===== config.mk =====
export PLATFORM = sky130hd
export DESIGN_NAME = segq_ptr_mgr
export DESIGN_NICKNAME = d
export VERILOG_FILES = /design/src/rtl/segq_pkg.sv /design/src/rtl/segq_cfg_check.sv /design/src/rtl/segq_queue.sv /design/src/rtl/segq_ptr_mgr.sv
export SDC_FILE = /design/constraint.sdc
export NUM_CORES = 2
export LEC_CHECK = 0
export BUFFER_PORTS_ARGS = -buffer_cell sky130_fd_sc_hd__clkbuf_2
export CORE_MARGIN = 8
export CORE_UTILIZATION = 45
export DETAILED_ROUTE_END_ITERATION = 10
export GPL_ROUTABILITY_DRIVEN = 0
export PLACE_DENSITY_LB_ADDON = 0.08
export REMOVE_ABC_BUFFERS = 1
export SLEW_MARGIN = 20
export SYNTH_ARGS = -nofsm -noshare
export SYNTH_HDL_FRONTEND = slang
export SYNTH_HIERARCHICAL = 1
export SYNTH_SLANG_ARGS = --single-unit

===== constraint.sdc =====
create_clock -name clk -period 11.2 [get_ports clk]
set_input_delay 2.24 -clock clk [delete_from_list [all_inputs] [get_ports clk]]
set_output_delay 2.24 -clock clk [all_outputs]
set_load 0.01 [all_outputs]

===== src/rtl/segq_pkg.sv =====
package segq_pkg;
    localparam int ADDR_W = 15;
    localparam int IDX_W  = 5;
    localparam int SEG_W  = 5;
    localparam int REG_W  = ADDR_W - SEG_W - IDX_W;
    localparam int OFF_W  = SEG_W + IDX_W;
    localparam int CNT_W  = OFF_W + 1;

    typedef struct packed {
        logic [REG_W-1:0] base;
        logic [SEG_W-1:0] first;
        logic [SEG_W-1:0] last;
    } qcfg_t;

    // Advance a pointer offset one entry, reloading at the last slot.
    function automatic logic [OFF_W-1:0] next_off(input logic [OFF_W-1:0] off,
                                                  input qcfg_t c);
        if (off == {c.last, {IDX_W{1'b1}}})
            return {c.first, {IDX_W{1'b0}}};
        return off + OFF_W'(1);
    endfunction

    // Number of entries the queue spans.
    function automatic logic [CNT_W-1:0] capacity(input qcfg_t c);
        logic [SEG_W:0] nseg;
        nseg = {1'b0, c.last} - {1'b0, c.first} + (SEG_W+1)'(1);
        return {nseg, {IDX_W{1'b0}}};
    endfunction

    function automatic logic [ADDR_W-1:0] phys(input qcfg_t c,
                                               input logic [OFF_W-1:0] off);
        return {c.base, off};
    endfunction
endpackage


===== src/rtl/segq_cfg_check.sv =====
module segq_cfg_check
    import segq_pkg::*;
(
    input  logic             clk,
    input  logic             rst,
    input  logic             cfg_we,
    input  logic [SEG_W-1:0] first,
    input  logic [SEG_W-1:0] last,
    output logic             cfg_ok,
    output logic             cfg_err
);
    assign cfg_ok = (last >= first);

    always_ff @(posedge clk) begin
        if (rst) cfg_err <= 1'b0;
        else     cfg_err <= cfg_we && !cfg_ok;
    end

    assert_err_pulse_R9: assert property (@(posedge clk) disable iff (rst)
        (cfg_we && (last < first)) |=> cfg_err);
    assert_err_clear_R9: assert property (@(posedge clk) disable iff (rst)
        !cfg_we |=> !cfg_err);
endmodule


===== src/rtl/segq_queue.sv =====
module segq_queue
    import segq_pkg::*;
(
    input  logic              clk,
    input  logic              rst,
    input  logic              cfg_hit,
    input  qcfg_t             cfg_in,
    input  logic              push_req,
    input  logic              pop_req,
    output logic              push_acc,
    output logic              pop_acc,
    output logic [ADDR_W-1:0] tail_addr,
    output logic [ADDR_W-1:0] head_addr,
    output logic              full,
    output logic              empty,
    output logic              ovf,
    output logic              udf
);
    qcfg_t             cfg_q;
    logic [OFF_W-1:0]  tail_q, head_q;
    logic [CNT_W-1:0]  cnt_q;

    assign full      = (cnt_q == capacity(cfg_q));
    assign empty     = (cnt_q == '0);
    assign push_acc  = push_req && !full;
    assign pop_acc   = pop_req && !empty;
    assign tail_addr = phys(cfg_q, tail_q);
    assign head_addr = phys(cfg_q, head_q);

    always_ff @(posedge clk) begin
        if (rst) begin
            cfg_q  <= '0;
            tail_q <= '0;
            head_q <= '0;
            cnt_q  <= '0;
            ovf    <= 1'b0;
            udf    <= 1'b0;
        end else if (cfg_hit) begin
            cfg_q  <= cfg_in;
            tail_q <= {cfg_in.first, {IDX_W{1'b0}}};
            head_q <= {cfg_in.first, {IDX_W{1'b0}}};
            cnt_q  <= '0;
            ovf    <= 1'b0;
            udf    <= 1'b0;
        end else begin
            if (push_acc) tail_q <= next_off(tail_q, cfg_q);
            if (pop_acc)  head_q <= next_off(head_q, cfg_q);
            case ({push_acc, pop_acc})
                2'b10:   cnt_q <= cnt_q + CNT_W'(1);
                2'b01:   cnt_q <= cnt_q - CNT_W'(1);
                default: cnt_q <= cnt_q;
            endcase
            if (push_req && full)  ovf <= 1'b1;
            if (pop_req  && empty) udf <= 1'b1;
        end
    end

    assert_cnt_bound_R5: assert property (@(posedge clk) disable iff (rst)
        cnt_q <= capacity(cfg_q));
    assert_tail_in_range_R4: assert property (@(posedge clk) disable iff (rst)
        (tail_q[OFF_W-1:IDX_W] >= cfg_q.first) && (tail_q[OFF_W-1:IDX_W] <= cfg_q.last));
    assert_no_overflow_R6: assert property (@(posedge clk) disable iff (rst)
        (push_req && full && !cfg_hit) |=> ($stable(tail_q) && ovf));
    assert_no_underflow_R7: assert property (@(posedge clk) disable iff (rst)
        (pop_req && empty && !cfg_hit) |=> ($stable(head_q) && udf));
    assert_cfg_reload_R8: assert property (@(posedge clk) disable iff (rst)
        cfg_hit |=> (tail_q == head_q) && empty && !ovf && !udf);
    assert_pair_keeps_count_R10: assert property (@(posedge clk) disable iff (rst)
        (push_acc && pop_acc && !cfg_hit) |=> $stable(cnt_q));
endmodule


===== src/rtl/segq_ptr_mgr.sv =====
module segq_ptr_mgr
    import segq_pkg::*;
#(
    parameter int NUM_Q = 16,
    localparam int QW   = $clog2(NUM_Q)
) (
    input  logic              clk,
    input  logic              rst,
    input  logic              cfg_we,
    input  logic [QW-1:0]     cfg_qid,
    input  logic [REG_W-1:0]  cfg_base,
    input  logic [SEG_W-1:0]  cfg_first,
    input  logic [SEG_W-1:0]  cfg_last,
    output logic              cfg_err,
    input  logic              push_req,
    input  logic [QW-1:0]     push_qid,
    output logic              push_acc,
    output logic [ADDR_W-1:0] push_addr,
    input  logic              pop_req,
    input  logic [QW-1:0]     pop_qid,
    output logic              pop_acc,
    output logic [ADDR_W-1:0] pop_addr,
    output logic [NUM_Q-1:0]  q_full,
    output logic [NUM_Q-1:0]  q_empty,
    output logic [NUM_Q-1:0]  q_ovf,
    output logic [NUM_Q-1:0]  q_udf
);
    logic              cfg_ok;
    qcfg_t             cfg_in;
    logic [NUM_Q-1:0]  push_acc_v, pop_acc_v;
    logic [ADDR_W-1:0] tail_a [NUM_Q];
    logic [ADDR_W-1:0] head_a [NUM_Q];

    assign cfg_in = '{base: cfg_base, first: cfg_first, last: cfg_last};

    segq_cfg_check u_chk (
        .clk(clk), .rst(rst), .cfg_we(cfg_we),
        .first(cfg_first), .last(cfg_last),
        .cfg_ok(cfg_ok), .cfg_err(cfg_err)
    );

    for (genvar q = 0; q < NUM_Q; q++) begin : g_q
        logic cfg_sel, psh, pp;
        assign cfg_sel = cfg_we && (cfg_qid == QW'(q));
        assign psh     = push_req && (push_qid == QW'(q)) && !cfg_sel;
        assign pp      = pop_req  && (pop_qid  == QW'(q)) && !cfg_sel;

        segq_queue u_q (
            .clk(clk), .rst(rst),
            .cfg_hit(cfg_sel && cfg_ok), .cfg_in(cfg_in),
            .push_req(psh), .pop_req(pp),
            .push_acc(push_acc_v[q]), .pop_acc(pop_acc_v[q]),
            .tail_addr(tail_a[q]), .head_addr(head_a[q]),
            .full(q_full[q]), .empty(q_empty[q]),
            .ovf(q_ovf[q]), .udf(q_udf[q])
        );
    end

    assign push_acc  = |push_acc_v;
    assign pop_acc   = |pop_acc_v;
    assign push_addr = tail_a[push_qid];
    assign pop_addr  = head_a[pop_qid];

    assert_cfg_blocks_push_R11: assert property (@(posedge clk) disable iff (rst)
        (cfg_we && push_req && (cfg_qid == push_qid)) |-> !push_acc);
    assert_cfg_blocks_pop_R11: assert property (@(posedge clk) disable iff (rst)
        (cfg_we && pop_req && (cfg_qid == pop_qid)) |-> !pop_acc);
    assert_one_push_R2: assert property (@(posedge clk) disable iff (rst)
        $onehot0(push_acc_v));
endmodule


==> Word level (Yosys, flattened, before mapping) <==
Cells that the tools add are included.
{ "totals": {"register_bits": 769, "inputBits": 32, "output_inout_bits": 97, "elab_cells": 960} }
{ "op_classes": {"addsub": 96, "n_lt_le_gt_ge": 3, "eq_ne": 125, "muxes": 278, "bitwise_logic": 2, "reduce_logical": 295} }
{ "op_table": {"columns": ["op", "n"], "rows": [
  ["two-way mux 10 bit", 128],
  ["one-hot mux 11 bit (2 select lines)", 16],
  ["adder 10 x 1 -> 10 bit, second input constant", 32],
  ["== test 10 bit", 32],
  ["adder 11 x 1 -> 11 bit, second input constant", 16],
  ["== test 11 bit", 16],
  ["logical NOT 11 bit", 16],
  ["subtractor 11 x 1 -> 11 bit, second input constant", 16],
  ["logical AND 1 bit", 161],
  ["two-way mux 1 bit", 128],
  ["binary-select mux 15 bit (select 4 bit)", 2],
  ["adder 6 x 1 -> 6 bit, second input constant", 16],
  ["== test 4 bit, second input constant", 24],
  ["nonzero test 2 bit", 48],
  ["subtractor 5 x 5 -> 6 bit", 16],
  ["two-way mux 15 bit", 4],
  ["logical NOT 1 bit", 49],
  ["== test 4 x 3 -> 1 bit, second input constant", 12],
  ["== test 2 x 1 -> 1 bit, second input constant", 16],
  ["== test 2 bit, second input constant", 16],
  ["OR reduction 16 bit", 2],
  ["OR reduction 2 bit", 16],
  ["== test 4 x 2 -> 1 bit, second input constant", 6],
  ["== test 4 x 1 -> 1 bit, second input constant", 3],
  ["other kinds (4)", 8]
]} }

==> Logic depth before layout (Yosys ltp) <==
{ "logic_depth": {"depth_word": 11, "mapped_depth": 20, "mapped_depth_nobuf": 19} }

==> Modules after synthesis <==
The synthesis kept the hierarchy.
{ "modules_own_cells": {"columns": ["mod", "n_inst", "cells_each", "area_each_um2", "seq_area_each_um2"], "rows": [
  ["segq_queue (g_q[0].u_q ...)", 10, 368, 3143.0, 960.9],
  ["segq_queue (g_q[4].u_q ...)", 4, 373, 3129.3, 960.9],
  ["segq_queue (g_q[8].u_q ...)", 2, 375, 3091.7, 960.9],
  ["segq_ptr_mgr", 1, 360, 4277.9, 0.0],
  ["segq_cfg_check", 1, 19, 151.4, 20.0]
]} }

==> Worst setup path after synthesis <==
OpenSTA, ideal clock, no wires.
{ "synth_timing": {"path_type": "input to output", "startpoint": "input push_qid[0]", "endpoint": "output push_acc", "t_arrival_ns": 4.059, "required_time_ns": 8.960, "setup_slack_ns": 4.901, "cell_stages": 9, "path_buffers": 3, "cell_sequence": "buf_6 buf_4 or3b_1 nor4_1 o31ai_4 buf_6 inv_2 nor4_1 nand4_1"} }
{ "synth_via": {"elab_chain_cells": 5, "elab_cells_between_ends": 65, "cone_classes": "15 x eq/ne; 50 x reduce/logical"} }
{ "synth_rtl": {"columns": ["element", "line_no", "source"], "rows": [
  ["start: declaration", "segq_ptr_mgr.sv:16", "input logic [QW-1:0] push_qid,"],
  ["logical NOT 4 bit", "segq_ptr_mgr.sv:45", "assign psh = push_req && (push_qid == QW'(q)) && !cfg_sel;"],
  ["logical AND 1 bit (2 in a row)", "segq_ptr_mgr.sv:45", null],
  ["named net g_q[0].psh", "segq_ptr_mgr.sv:43", "logic cfg_sel, psh, pp;"],
  ["logical AND 1 bit", "segq_queue.sv:25", "assign push_acc = push_req && !full;"],
  ["named net push_acc_v[0]", "segq_ptr_mgr.sv:30", "logic [NUM_Q-1:0] push_acc_v, pop_acc_v;"],
  ["OR reduction 16 bit", "segq_ptr_mgr.sv:59", "assign push_acc = |push_acc_v;"],
  ["end: declaration", "segq_ptr_mgr.sv:17", "output logic push_acc,"]
]} }
The timed path passes the listed nets, and every way through them passes these cells.

==> Final worst setup path <==
{ "layout_timing": {"startpoint": "input push_qid[1]", "endpoint": "output push_acc"} }
{ "layout_via": {"elab_chain_cells": 5, "elab_cells_between_ends": 65, "cone_classes": "15 x eq/ne; 50 x reduce/logical"} }
{ "layout_rtl": {"columns": ["element", "line_no"], "rows": [
  ["== test 4 bit", "segq_ptr_mgr.sv:45"],
  ["logical AND 1 bit (2 in a row)", "segq_ptr_mgr.sv:45"],
  ["named net g_q[15].psh", "segq_ptr_mgr.sv:43"],
  ["logical AND 1 bit", "segq_queue.sv:25"],
  ["named net push_acc_v[15]", "segq_ptr_mgr.sv:30"],
  ["OR reduction 16 bit", "segq_ptr_mgr.sv:59"]
]} }
The timed path passes the listed nets, and every way through them passes these cells.

==> impl_metrics.env <==
export IMPL_rows=127
export IMPL_synth_xor_area_frac=0.0767
export IMPL_ctsResizeCount=0
export IMPL_grt_busiest_layer="met2"
export IMPL_overflow=0
export IMPL_slew_viol_final=0
export IMPL_antenna_left=0
export IMPL_seq_area_frac_synth=0.282
export IMPL_synth_top_family_by_area="simple AND/OR/NAND/NOR gates"
export IMPL_maxCapViolCount=0
export IMPL_cp_required_ns=8.96
export IMPL_initial_core_util=0.454
export IMPL_grt_max_degree=118
export IMPL_regArea_sq_mm=0.0154
export IMPL_multi_input_area_sq_mm=0.0356
export IMPL_drt_initial_drc_count=4197
export IMPL_finalCritPeriodShare=0.715
export IMPL_worstMarginPinSlew_ns=1.23
export IMPL_powerDensity_mw_per_mm2=111
export IMPL_min_from="g_q[0].u_q/cfg_q[7]"
export IMPL_placed_cells=7687
export IMPL_insertion_delay_ns=0.70
export IMPL_root_buffer="clkbuf_16"
export IMPL_place_area_sq_mm=0.0554
export IMPL_dpl_hpwl_um=129000
export IMPL_fp_dieH_um=364
export IMPL_drc=0
export IMPL_finalClockSkew_ns=0.0268
export IMPL_clkSlewWorstSetupHoldPaths_ns=0.05
export IMPL_synth_cells=6301
export IMPL_worstPathMaxFanout=41
export IMPL_fp_dieW_um=364
export IMPL_grt_pass1_vias=43424
export IMPL_wire_per_inst_um=22.6
export IMPL_use_met3=0.0569
export IMPL_rsz0062_at_grt="false"
export IMPL_hold_violations=0
export IMPL_syn_area_sq_mm=0.0546
export IMPL_ctsHtreeMaxLevel=3
export IMPL_io_buffers=128
export IMPL_finalNonFillerCells=7870
export IMPL_cts_tree="done"
export IMPL_fin_nets=6576
export IMPL_setup_viol=0
export IMPL_drt_pass1_iter_count=6
export IMPL_p_leak_uw=0.0229
export IMPL_synth_edf_count=0
export IMPL_final_layout_size_suffix_gt1_frac=0.0983
export IMPL_cts_hold_fix_buffers=0
export IMPL_synth_cell_type_count=92
export IMPL_slew_headroom=0.175
export IMPL_critPathKind="input pin to output port"
export IMPL_setup_worst_path_start="push_qid[1]"
export IMPL_post_cts_buffers=0
export IMPL_grtUsageMet2=0.404
export IMPL_synth_adder_area_share=0.0899
export IMPL_nFillCells=11692
export IMPL_track_usage=0.259
export IMPL_period_needed_ns=8.00
export IMPL_fmax_mhz=125
export IMPL_layout_common_cells="dfxtp_1, nor2_1, nand2_1"
export IMPL_status="completed"
export IMPL_synth_mux_area_fraction=0.128
export IMPL_ir_drop_uv=117
export IMPL_critPathLaunchType="input pin"
export IMPL_hold_class="flip-flop to flip-flop"
export IMPL_grt_antenna_before_repair=17
export IMPL_die_area_sq_mm=0.133
export IMPL_syn_to_final_growth_pct=7.69
export IMPL_synth_seq_cells=769
export IMPL_final_common_cell="dfxtp_1"
export IMPL_synth_compound_area_frac=0.158
export IMPL_critPathCaptureType="output port"
export IMPL_grt_pass1_wl_um=270000
export IMPL_fin_total_pwr_uw=6520
export IMPL_fin_area_sq_mm=0.0588
export IMPL_yosys_area_share_simple=0.199
export IMPL_tns_ns=0
export IMPL_numCtsBuffers=94
export IMPL_clockBufferDepth=3
export IMPL_arrival_ns=5.76
export IMPL_syn_mean_instance_area_sq_um=8.66
export IMPL_met1_usage=0.358
export IMPL_vias=46695
export IMPL_via_per_inst=5.93
export IMPL_ys_dominant_reg_cell="dfxtp_1"
export IMPL_core_sq_mm=0.120
export IMPL_cts_num_sinks=769
export IMPL_ioPinCount=129
export IMPL_r2r_start="g_q[2].u_q/cfg_q[1]"
export IMPL_synth_async_reset_ratio=0
export IMPL_routed_wl_um=178000
export IMPL_ys_warn_count=6
==> state kept, by name (all words and copies together), names as in the netlist <==
register and count:
g_q.u_q/cnt_q 176, u_chk/cfg_err 1, g_q.u_q/head_addr 80, g_q.u_q/head_q 160, g_q.u_q/udf 16, g_q.u_q/tail_q 160
g_q.u_q/cfg_q 160, g_q.u_q/ovf 16
==> through the flow <==
step                hold WS (ns)  utilization  setup WS [ns]
floorplan                  0.439            -           5.19
global route               0.479        0.489           3.18
detailed placement         0.455        0.461           3.29
finish                     0.466        0.489           3.20
global placement           0.449        0.461           3.34
CTS                        0.464        0.489           3.28
==> cell type report <==
cell class | instances | share of cell area
multi-input cells | 4786 | 0.606
repair buffers | 185 | 0.0189
well taps | 1612 | 0.0343
clock buffers | 124 | 0.0456
flip-flops and latches | 769 | 0.262
clock inverters | 48 | 0.0113
inverters | 335 | 0.0214
diodes | 11 | 0.000468
==> cells by family after synthesis <==
| family | after synthesis |
|---|---|
| AOI/OAI and AO/OA | 1269 |
| xor gates and xnor gates | 478 |
| adders and majority gates | 373 |
| buffers and inverters | 746 |
| DFF | 769 |
| muxes | 526 |
| and+or+nand+nor | 2140 |
==> worst max-delay path, cell delays in order <==
cell	delay [ns]
buf_2	0.52
buf_4	0.64
nand3_1	0.34
nor3_1	0.83
o31ai_4	0.38
inv_2	0.16
nor4_2	0.12
nand4_1	0.28
clkbuf_2	0.20
==> layer usage <==
| layer | part of all wire | vias up |
|---|---|---|
| li1 | - | 22489 |
| met1 | 0.45 | 22487 |
| met2 | 0.44 | 1427 |
| met3 | 0.078 | 282 |
| met4 | 0.031 | 10 |
| met5 | 0.00034 | - |
==> synthesized netlist by cell type (32+ instances only) <==
cell type	instances	area [sq um]
nor4_1	78	488
and3_1	40	250
xor2_1	200	1750
a21oi_1	449	2250
mux2_1	40	450
and2_1	36	225
a22oi_1	76	571
mux4_2	83	1870
nand4_1	88	551
mux4_1	37	972
nand2b_1	39	244
fa_1	32	641
ha_1	341	4270
buf_4	172	1290
nand2_1	483	1810
o21a_1	52	390
a21o_1	79	593
o31ai_1	36	270
o21ai_1	54	270
a211oi_1	102	766
inv_1	307	1150
clkbuf_1	177	664
nand3_1	167	836
or3_1	50	313
and4_1	49	429
nor2_1	722	2710
mux2i_1	336	3360
dfxtp_1	769	15400
xnor2_1	278	2430
o21ai_0	97	485
nor3_1	134	671
nor2b_1	32	200
==> final timing paths <==
path | to | slack (ns) | cells after the start
setup / recovery | push_acc | 3.20 | 9
hold / removal | g_q[0].u_q/cfg_q[7] | 0.47 | 2
setup reg to reg | g_q[2].u_q/cnt_q[8] | 5.75 | 19
hold reg to reg | g_q[0].u_q/cfg_q[7] | 0.47 | 2
==> report_power, final <==
group / total [uW] / internal (uW) / switching [uW]
combinational: 396 / 119 / 277
clock: 3340 / 2030 / 1320
sequential: 2780 / 2750 / 30.6
(Power assumes the default switching activity.)
